`src/rtl/cantx_flag_pkg.sv`:
```
package cantx_flag_pkg;
    localparam int TXF_NBUF      = 3;
    localparam int TXF_DW        = 8;
    localparam int TXF_EMPTY_LSB = 0;
    localparam int TXF_ACK_LSB   = 4;
    localparam logic [1:0] ADDR_TXFLAG = 2'd0;
    localparam logic [1:0] ADDR_RXFLAG = 2'd1;
    localparam logic [1:0] ADDR_RXIE   = 2'd2;

    typedef struct packed {
        logic rx_full;
        logic rx_ie;
    } rx_state_t;

    typedef struct packed {
        logic empty;
        logic ack;
    } slot_state_t;
endpackage

```
`src/rtl/cantx_flag_slot.sv`:
```
module cantx_flag_slot
    import cantx_flag_pkg::*;
(
    input  logic clk,
    input  logic rst_n,
    input  logic soft_i,
    input  logic sent_i,
    input  logic abort_i,
    input  logic clr_empty_i,
    input  logic clr_ack_i,
    output logic empty_o,
    output logic ack_o
);
    slot_state_t st_d, st_q;

    always_comb begin
        st_d = st_q;
        if (soft_i) begin
            st_d.empty = 1'b1;
            st_d.ack   = 1'b0;
        end else begin
            st_d.empty = sent_i | abort_i | (st_q.empty & ~clr_empty_i);
            if (!st_d.empty)
                st_d.ack = 1'b0;
            else
                st_d.ack = abort_i | (st_q.ack & ~clr_ack_i);
        end
    end

    always_ff @(posedge clk or negedge rst_n) begin
        if (!rst_n) begin
            st_q.empty <= 1'b1;
            st_q.ack   <= 1'b0;
        end else begin
            st_q <= st_d;
        end
    end

    assign empty_o = st_q.empty;
    assign ack_o   = st_q.ack;


    sent_set_chk: assert property (@(posedge clk) disable iff (!rst_n)
        sent_i |=> empty_o);

    abort_set_chk: assert property (@(posedge clk) disable iff (!rst_n)
        (abort_i && !soft_i) |=> (empty_o && ack_o));

    ack_drop_chk: assert property (@(posedge clk) disable iff (!rst_n)
        (empty_o && clr_empty_i && !sent_i && !abort_i && !soft_i) |=> !ack_o);

    keep_empty_chk: assert property (@(posedge clk) disable iff (!rst_n)
        (!clr_empty_i && !soft_i) |=> (empty_o || !$past(empty_o)));

    hw_wins_chk: assert property (@(posedge clk) disable iff (!rst_n)
        (clr_empty_i && (sent_i || abort_i)) |=> empty_o);
endmodule

```
`src/rtl/cantx_irq_merge.sv`:
```
module cantx_irq_merge #(
    parameter int NBUF = 3
) (
    input  logic            clk,
    input  logic            rst_n,
    input  logic [NBUF-1:0] empty_i,
    input  logic [NBUF-1:0] ack_i,
    input  logic [NBUF-1:0] empty_ie_i,
    input  logic [NBUF-1:0] ack_ie_i,
    input  logic            rx_full_i,
    input  logic            rx_ie_i,
    output logic            tx_irq_o,
    output logic            rx_irq_o
);
    logic tx_d, tx_q, rx_d, rx_q;

    always_comb begin
        tx_d = (|(empty_i & empty_ie_i)) | (|(ack_i & ack_ie_i));
        rx_d = rx_full_i & rx_ie_i;
    end

    always_ff @(posedge clk or negedge rst_n) begin
        if (!rst_n) begin
            tx_q <= 1'b0;
            rx_q <= 1'b0;
        end else begin
            tx_q <= tx_d;
            rx_q <= rx_d;
        end
    end

    assign tx_irq_o = tx_q;
    assign rx_irq_o = rx_q;


    tx_irq_rise_chk: assert property (@(posedge clk) disable iff (!rst_n)
        ((empty_i & empty_ie_i) != '0) |=> tx_irq_o);

    tx_irq_quiet_chk: assert property (@(posedge clk) disable iff (!rst_n)
        (((empty_i & empty_ie_i) == '0) && ((ack_i & ack_ie_i) == '0)) |=> !tx_irq_o);

    rx_irq_off_chk: assert property (@(posedge clk) disable iff (!rst_n)
        !rx_ie_i |=> !rx_irq_o);
endmodule

```
`src/rtl/cantx_flag_unit.sv`:
```
module cantx_flag_unit
    import cantx_flag_pkg::*;
#(
    parameter int NBUF = TXF_NBUF,
    parameter int AW   = 2,
    parameter int DW   = TXF_DW
) (
    input  logic            clk,
    input  logic            rst_n,
    input  logic            soft_rst_i,
    input  logic [AW-1:0]   cpu_addr_i,
    input  logic            cpu_wr_i,
    input  logic [DW-1:0]   cpu_wdata_i,
    output logic [DW-1:0]   cpu_rdata_o,
    input  logic [NBUF-1:0] tx_sent_i,
    input  logic [NBUF-1:0] tx_aborted_i,
    input  logic [NBUF-1:0] empty_ie_i,
    input  logic [NBUF-1:0] abort_ie_i,
    input  logic            rx_done_i,
    output logic            tx_irq_o,
    output logic            rx_irq_o
);
    localparam int ADDR_TX = int'(ADDR_TXFLAG);
    localparam int ADDR_RF = int'(ADDR_RXFLAG);
    localparam int ADDR_RI = int'(ADDR_RXIE);

    logic            wr_tx, wr_rf, wr_ri;
    logic [NBUF-1:0] clr_empty, clr_ack;
    logic [NBUF-1:0] empty_q, ack_q;
    rx_state_t       rx_d, rx_q;

    assign wr_tx = cpu_wr_i && (int'(cpu_addr_i) == ADDR_TX);
    assign wr_rf = cpu_wr_i && (int'(cpu_addr_i) == ADDR_RF);
    assign wr_ri = cpu_wr_i && (int'(cpu_addr_i) == ADDR_RI);

    for (genvar b = 0; b < NBUF; b++) begin : g_slot
        assign clr_empty[b] = wr_tx & cpu_wdata_i[TXF_EMPTY_LSB + b];
        assign clr_ack[b]   = wr_tx & cpu_wdata_i[TXF_ACK_LSB + b];
        cantx_flag_slot u_slot (
            .clk         (clk),
            .rst_n       (rst_n),
            .soft_i      (soft_rst_i),
            .sent_i      (tx_sent_i[b]),
            .abort_i     (tx_aborted_i[b]),
            .clr_empty_i (clr_empty[b]),
            .clr_ack_i   (clr_ack[b]),
            .empty_o     (empty_q[b]),
            .ack_o       (ack_q[b])
        );
    end

    always_comb begin
        rx_d = rx_q;
        if (soft_rst_i) begin
            rx_d.rx_full = 1'b0;
            rx_d.rx_ie   = 1'b0;
        end else begin
            rx_d.rx_full = rx_done_i | (rx_q.rx_full & ~(wr_rf & cpu_wdata_i[0]));
            if (wr_ri)
                rx_d.rx_ie = cpu_wdata_i[0];
        end
    end

    always_ff @(posedge clk or negedge rst_n) begin
        if (!rst_n) begin
            rx_q.rx_full <= 1'b0;
            rx_q.rx_ie   <= 1'b0;
        end else begin
            rx_q <= rx_d;
        end
    end

    always_comb begin
        cpu_rdata_o = '0;
        case (int'(cpu_addr_i))
            ADDR_TX: begin
                for (int b = 0; b < NBUF; b++) begin
                    cpu_rdata_o[TXF_EMPTY_LSB + b] = empty_q[b];
                    cpu_rdata_o[TXF_ACK_LSB + b]   = ack_q[b];
                end
            end
            ADDR_RF: cpu_rdata_o[0] = rx_q.rx_full;
            ADDR_RI: cpu_rdata_o[0] = rx_q.rx_ie;
            default: cpu_rdata_o = '0;
        endcase
    end

    cantx_irq_merge #(.NBUF(NBUF)) u_irq (
        .clk        (clk),
        .rst_n      (rst_n),
        .empty_i    (empty_q),
        .ack_i      (ack_q),
        .empty_ie_i (empty_ie_i),
        .ack_ie_i   (abort_ie_i),
        .rx_full_i  (rx_q.rx_full),
        .rx_ie_i    (rx_q.rx_ie),
        .tx_irq_o   (tx_irq_o),
        .rx_irq_o   (rx_irq_o)
    );


    soft_hold_chk: assert property (@(posedge clk) disable iff (!rst_n)
        soft_rst_i |=> (!rx_q.rx_ie && !rx_q.rx_full && (empty_q == '1) && (ack_q == '0)));

    rx_set_chk: assert property (@(posedge clk) disable iff (!rst_n)
        (rx_done_i && !soft_rst_i) |=> rx_q.rx_full);
endmodule

```
`config.mk`:
```
export PLATFORM = sky130hd
export DESIGN_NAME = cantx_flag_unit
export DESIGN_NICKNAME = d
export VERILOG_FILES = /design/src/rtl/cantx_flag_pkg.sv /design/src/rtl/cantx_flag_slot.sv /design/src/rtl/cantx_irq_merge.sv /design/src/rtl/cantx_flag_unit.sv
export SDC_FILE = /design/constraint.sdc
export NUM_CORES = 1
export LEC_CHECK = 0
export ABC_CLOCK_PERIOD_IN_PS = 2700
export BUFFER_PORTS_ARGS = -buffer_cell sky130_fd_sc_hd__buf_2
export CELL_PAD_IN_SITES_DETAIL_PLACEMENT = 0
export CELL_PAD_IN_SITES_GLOBAL_PLACEMENT = 1
export CORE_UTILIZATION = 30
export CTS_CLUSTER_DIAMETER = 80
export DETAILED_ROUTE_END_ITERATION = 10
export GPL_TIMING_DRIVEN = 0
export PLACE_DENSITY_LB_ADDON = 0.2
export SYNTH_ARGS = -nofsm -noshare
export SYNTH_HDL_FRONTEND = slang
export SYNTH_SLANG_ARGS = --single-unit
```
`constraint.sdc`:
```
create_clock -name clk -period 2.7 [get_ports clk]
set_input_delay 0.135 -clock clk [delete_from_list [all_inputs] [get_ports clk]]
set_output_delay 0.135 -clock clk [all_outputs]
set_load 0.01 [all_outputs]
```
# After elaboration in Yosys (flattened, before gate mapping)
# Cells that the tools add are included.
# op_classes
n_reduce_logical	8
bitwise_logic	35
n_eq_ne	4
mux	11
# op_table
operator	n
AND 1 bit	15
OR 1 bit	11
2-to-1 mux 2 bit	5
NOT 1 bit	7
AND 3 bit	2
equality test 2 bit (second input constant)	3
OR reduction 3 bit	2
logical NOT 2 bit	2
2-to-1 mux 1 bit	4
logical AND 1 bit	3
2-to-1 mux 3 bit	1
case mux 1 bit (3 select lines)	1
equality test 2 x 1 -> 1 bit (second input constant)	1
nonzero test 2 bit	1
# word_totals
out_inout_bits	10
reg_bits	10
word_cells	68

# Depth between registers and ports, before layout
# depth
word_depth	8
mapped_depth	3

# Hierarchy
# A second synthesis with hierarchy kept.
# hier_totals
cells_unflattened	60
hier_area_um2	580.6
# by_module_without_submodules
mod	cells_each	seq_area_each_um2	area_each_um2	instances
cantx_flag_slot	8	51.3	85.1	3
cantx_flag_unit	29	50.0	241.5	1
cantx_irq_merge	7	50.0	83.8	1

# Worst setup path after synthesis
# No wires, ideal clock.
# synth_path
path_kind	reg-to-reg
startpoint	reg g_slot[0].u_slot.st_q, in the netlist g_slot[0].u_slot.ack_o
endpoint	reg g_slot[0].u_slot.st_q, in the netlist g_slot[0].u_slot.ack_o
t_required_ns	2.574
t_arrival_ns	0.791
setup_time_ns	0.126
setup_slack_ns	1.783
stages_incl_launch_ff	3
path_buffers	0
path_cell_list	dfrtp_1 -> nor3b_1 -> a221o_1
# synth_rtl
item	line_no	rtl
start: declaration	cantx_flag_slot.sv:14	slot_state_t st_d, st_q;
start signal: assignment	cantx_flag_slot.sv:35	st_q <= st_d;

# Final worst setup path
# layout_path
startpoint	reg g_slot[0].u_slot.st_q, in the netlist g_slot[0].u_slot.empty_o
endpoint	out cpu_rdata_o[0]
# layout_via
elab_chain_len	1
# layout_rtl
item	line_no	rtl
case mux 1 bit (3 select lines)	cantx_flag_unit.sv:75	case (int'(cpu_addr_i))
end: declaration	cantx_flag_unit.sv:14	output logic [DW-1:0] cpu_rdata_o,
# Every way passes these cells.

==> out/results.ini <==
[timing]
hold_viol = 0
setup_violations = 0
fin_crit_sh_pct = 46.5
worst_hold_slack_ps = 84.6
rsz0062_at_grt = false
clock_skew_ps = 6.38
min_period_ps = 1260
drv_slew = 0
max_freq_ghz = 0.796
finalSetupTns_ps = 0
setup_slack_ps = 1440

[yosys]
synth.most_common_cell = dfrtp_1
synthTopCellsByArea = dfrtp_1, dfstp_2, a22oi_1
synth-main-ff-cell = dfrtp_1
ys_ff_latch = 10
synthDominantCellAreaShare_pct = 31.0
syn_inst = 56
yosysSeqAreaShare_pct = 44.9
synth_top_area_cell = dfrtp_1
synth_area_um2 = 566
synthArstFlopShare_pct = 100
syn_area_per_cell_um2 = 10.1
synth_edf_count = 0
ys_warn_count = 0
synth_cell_types = 30

[worst_setup_path]
endpoint_kind = output port
critPathLaunchType = flip-flop
critPathArrivalTime_ps = 1120
critical_path_peak_fanout = 3
cp.required_ps = 2570
crit_chain = mux2i_1 -> o21ai_1 -> buf_2
crit_slowest_cell = dfstp_2
critPathMaxStageDelay_ps = 550
path_class = flip-flop to output port

[clock_tree]
clkTransAtPathRegs_ps = 70
clockBufferDepth = 2
root_buffer = clkbuf_4
clkLatencyLatePin_ps = 260
cts_resized = 0
cts_buffers = 3
cts_sinks = 10
cts_tree = built
htree_levels = 1
postCtsSetupRepairBufs = 0
cts_hold_buf = 1

[grt]
grt_pass1_wl_um = 2160
antenna_found_initial = 0
track_usage_pct = 15.4
grt_overflow_total = 0
grt_max_degree = 11
grt_pass1_vias = 460

[detailed_routing]
routed_wl_um = 1400
drt_iter0_markers = 9
via_per_inst = 4.71
drtPass1Iterations = 4
postRouteAntennaNets = 0
vias = 561
drcViolationCount = 0
wl_per_cell_um = 11.8

[placement]
postPlaceCellArea_um2 = 761
gp_congestion = 0.736
io_buffers = 32
post-place-ws_ps = 1460
dp.cells = 114

[floorplan]
dieArea_um2 = 2060
die_y_um = 45.4
start_util_pct = 32.4
pin_count = 37
chipWidth_um = 45.4
rows = 15
core_area_um2 = 1750

[power]
powerDensity_nw_per_um2 = 422
irDropWorstVdd_v = 0.000187
p_leak_nw = 0.400

[cells_and_area]
antennaDiodeCount = 0
fin_nets = 122
drive_gt1_share_pct = 46.8
fin_cells = 119
areaGrowthSynthToFinish_pct = 40.9
finalInstanceArea_um2 = 797

[run_status]
status = finished, final reports clean

[job]
cap_viol_max_count = 0

[hold_path]
holdCritPathClass = primary input to flip-flop

## per-layer routing
layer	part of all wire [%]	vias up	wire length [um]	GRT usage [%]
met4	1.4	0	19	10.9
li1	-	283	-	-
met1	46	255	649	21.5
met5	0	-	0	0
met3	4.7	2	66	2.38
met2	48	21	665	21.4
## final timing paths
check | slack (ps) | cells after the start | start | endpoint
max in group asynchronous | 2170 | 2 | rst_n | g_slot[1].u_slot.empty_o
setup / recovery | 1440 | 3 | g_slot[0].u_slot.empty_o | cpu_rdata_o[0]
setup reg to reg | 1700 | 3 | g_slot[0].u_slot.empty_o | g_slot[0].u_slot.ack_o
hold reg to reg | 510 | 1 | rx_q[1] | u_irq.rx_irq_o
hold / removal | 80 | 2 | tx_sent_i[0] | g_slot[0].u_slot.empty_o
min in group asynchronous | 260 | 2 | rst_n | g_slot[0].u_slot.ack_o
## flip-flops by register name, summed over array words and instances, names as in the netlist
| name | flops |
|---|---|
| u_irq.rx_irq_o | 1 |
| rx_q | 2 |
| g_slot.u_slot.ack_o | 3 |
| u_irq.tx_irq_o | 1 |
| g_slot.u_slot.empty_o | 3 |
## per-stage QoR
stage                     utilization [%]  power [mW]
after floorplan                         -       0.194
after global placement               43.6       0.230
after detailed placement             43.6       0.232
after CTS                            45.7       0.343
after global routing                 45.7       0.361
final                                45.7       0.336
## cell type report
cell class / count / area (um2)
Buffer: 2 / 15.0
Clock buffer: 4 / 26.3
Fill cell: 183 / 948
Inverter: 3 / 11.3
Multi-Input combinational cell: 42 / 289
Sequential cell: 10 / 254
Tap cell: 25 / 31.3
Timing Repair Buffer: 33 / 170
## power by group
group / internal (mW) / switching (mW) / leakage [nW]
clock: 0.0570 / 0.0506 / 0.0150
sequential: 0.157 / 0.00479 / 0.118
combinational: 0.0349 / 0.0318 / 0.268
## worst max-delay path, delay by kind of cell, from the launching register on
kind,cells,cell delay [ps]
buffers and inverters,1,140
DFF,1,550
AOI/OAI and AO/OA,1,110
muxes,1,70
## logic make-up after synthesis
logic type      synth area share [%]
compound gates                  18.1
other cells                    0.663
mux                             3.54
flops                           44.9
buf+inv                         4.65
simple gates                    28.1
## layout by cell type (no fill, tap or decap), types with 2 or more instances in the layout
cell type  Yosys  final
buf_4          2      2
inv_1          3      3
nand2_1        3      3
nor2_1         3      3
dfrtp_1        7      7
buf_2          0     32
and2_1         3      3
a22oi_1        3      3
mux2i_1        2      2
nand3b_1       2      2
a21oi_1        3      3
dfstp_2        3      3
conb_1         1      2
and2_2         3      3
clkbuf_4       0      3
nand3_1        2      2
(Power assumes the default switching activity.)
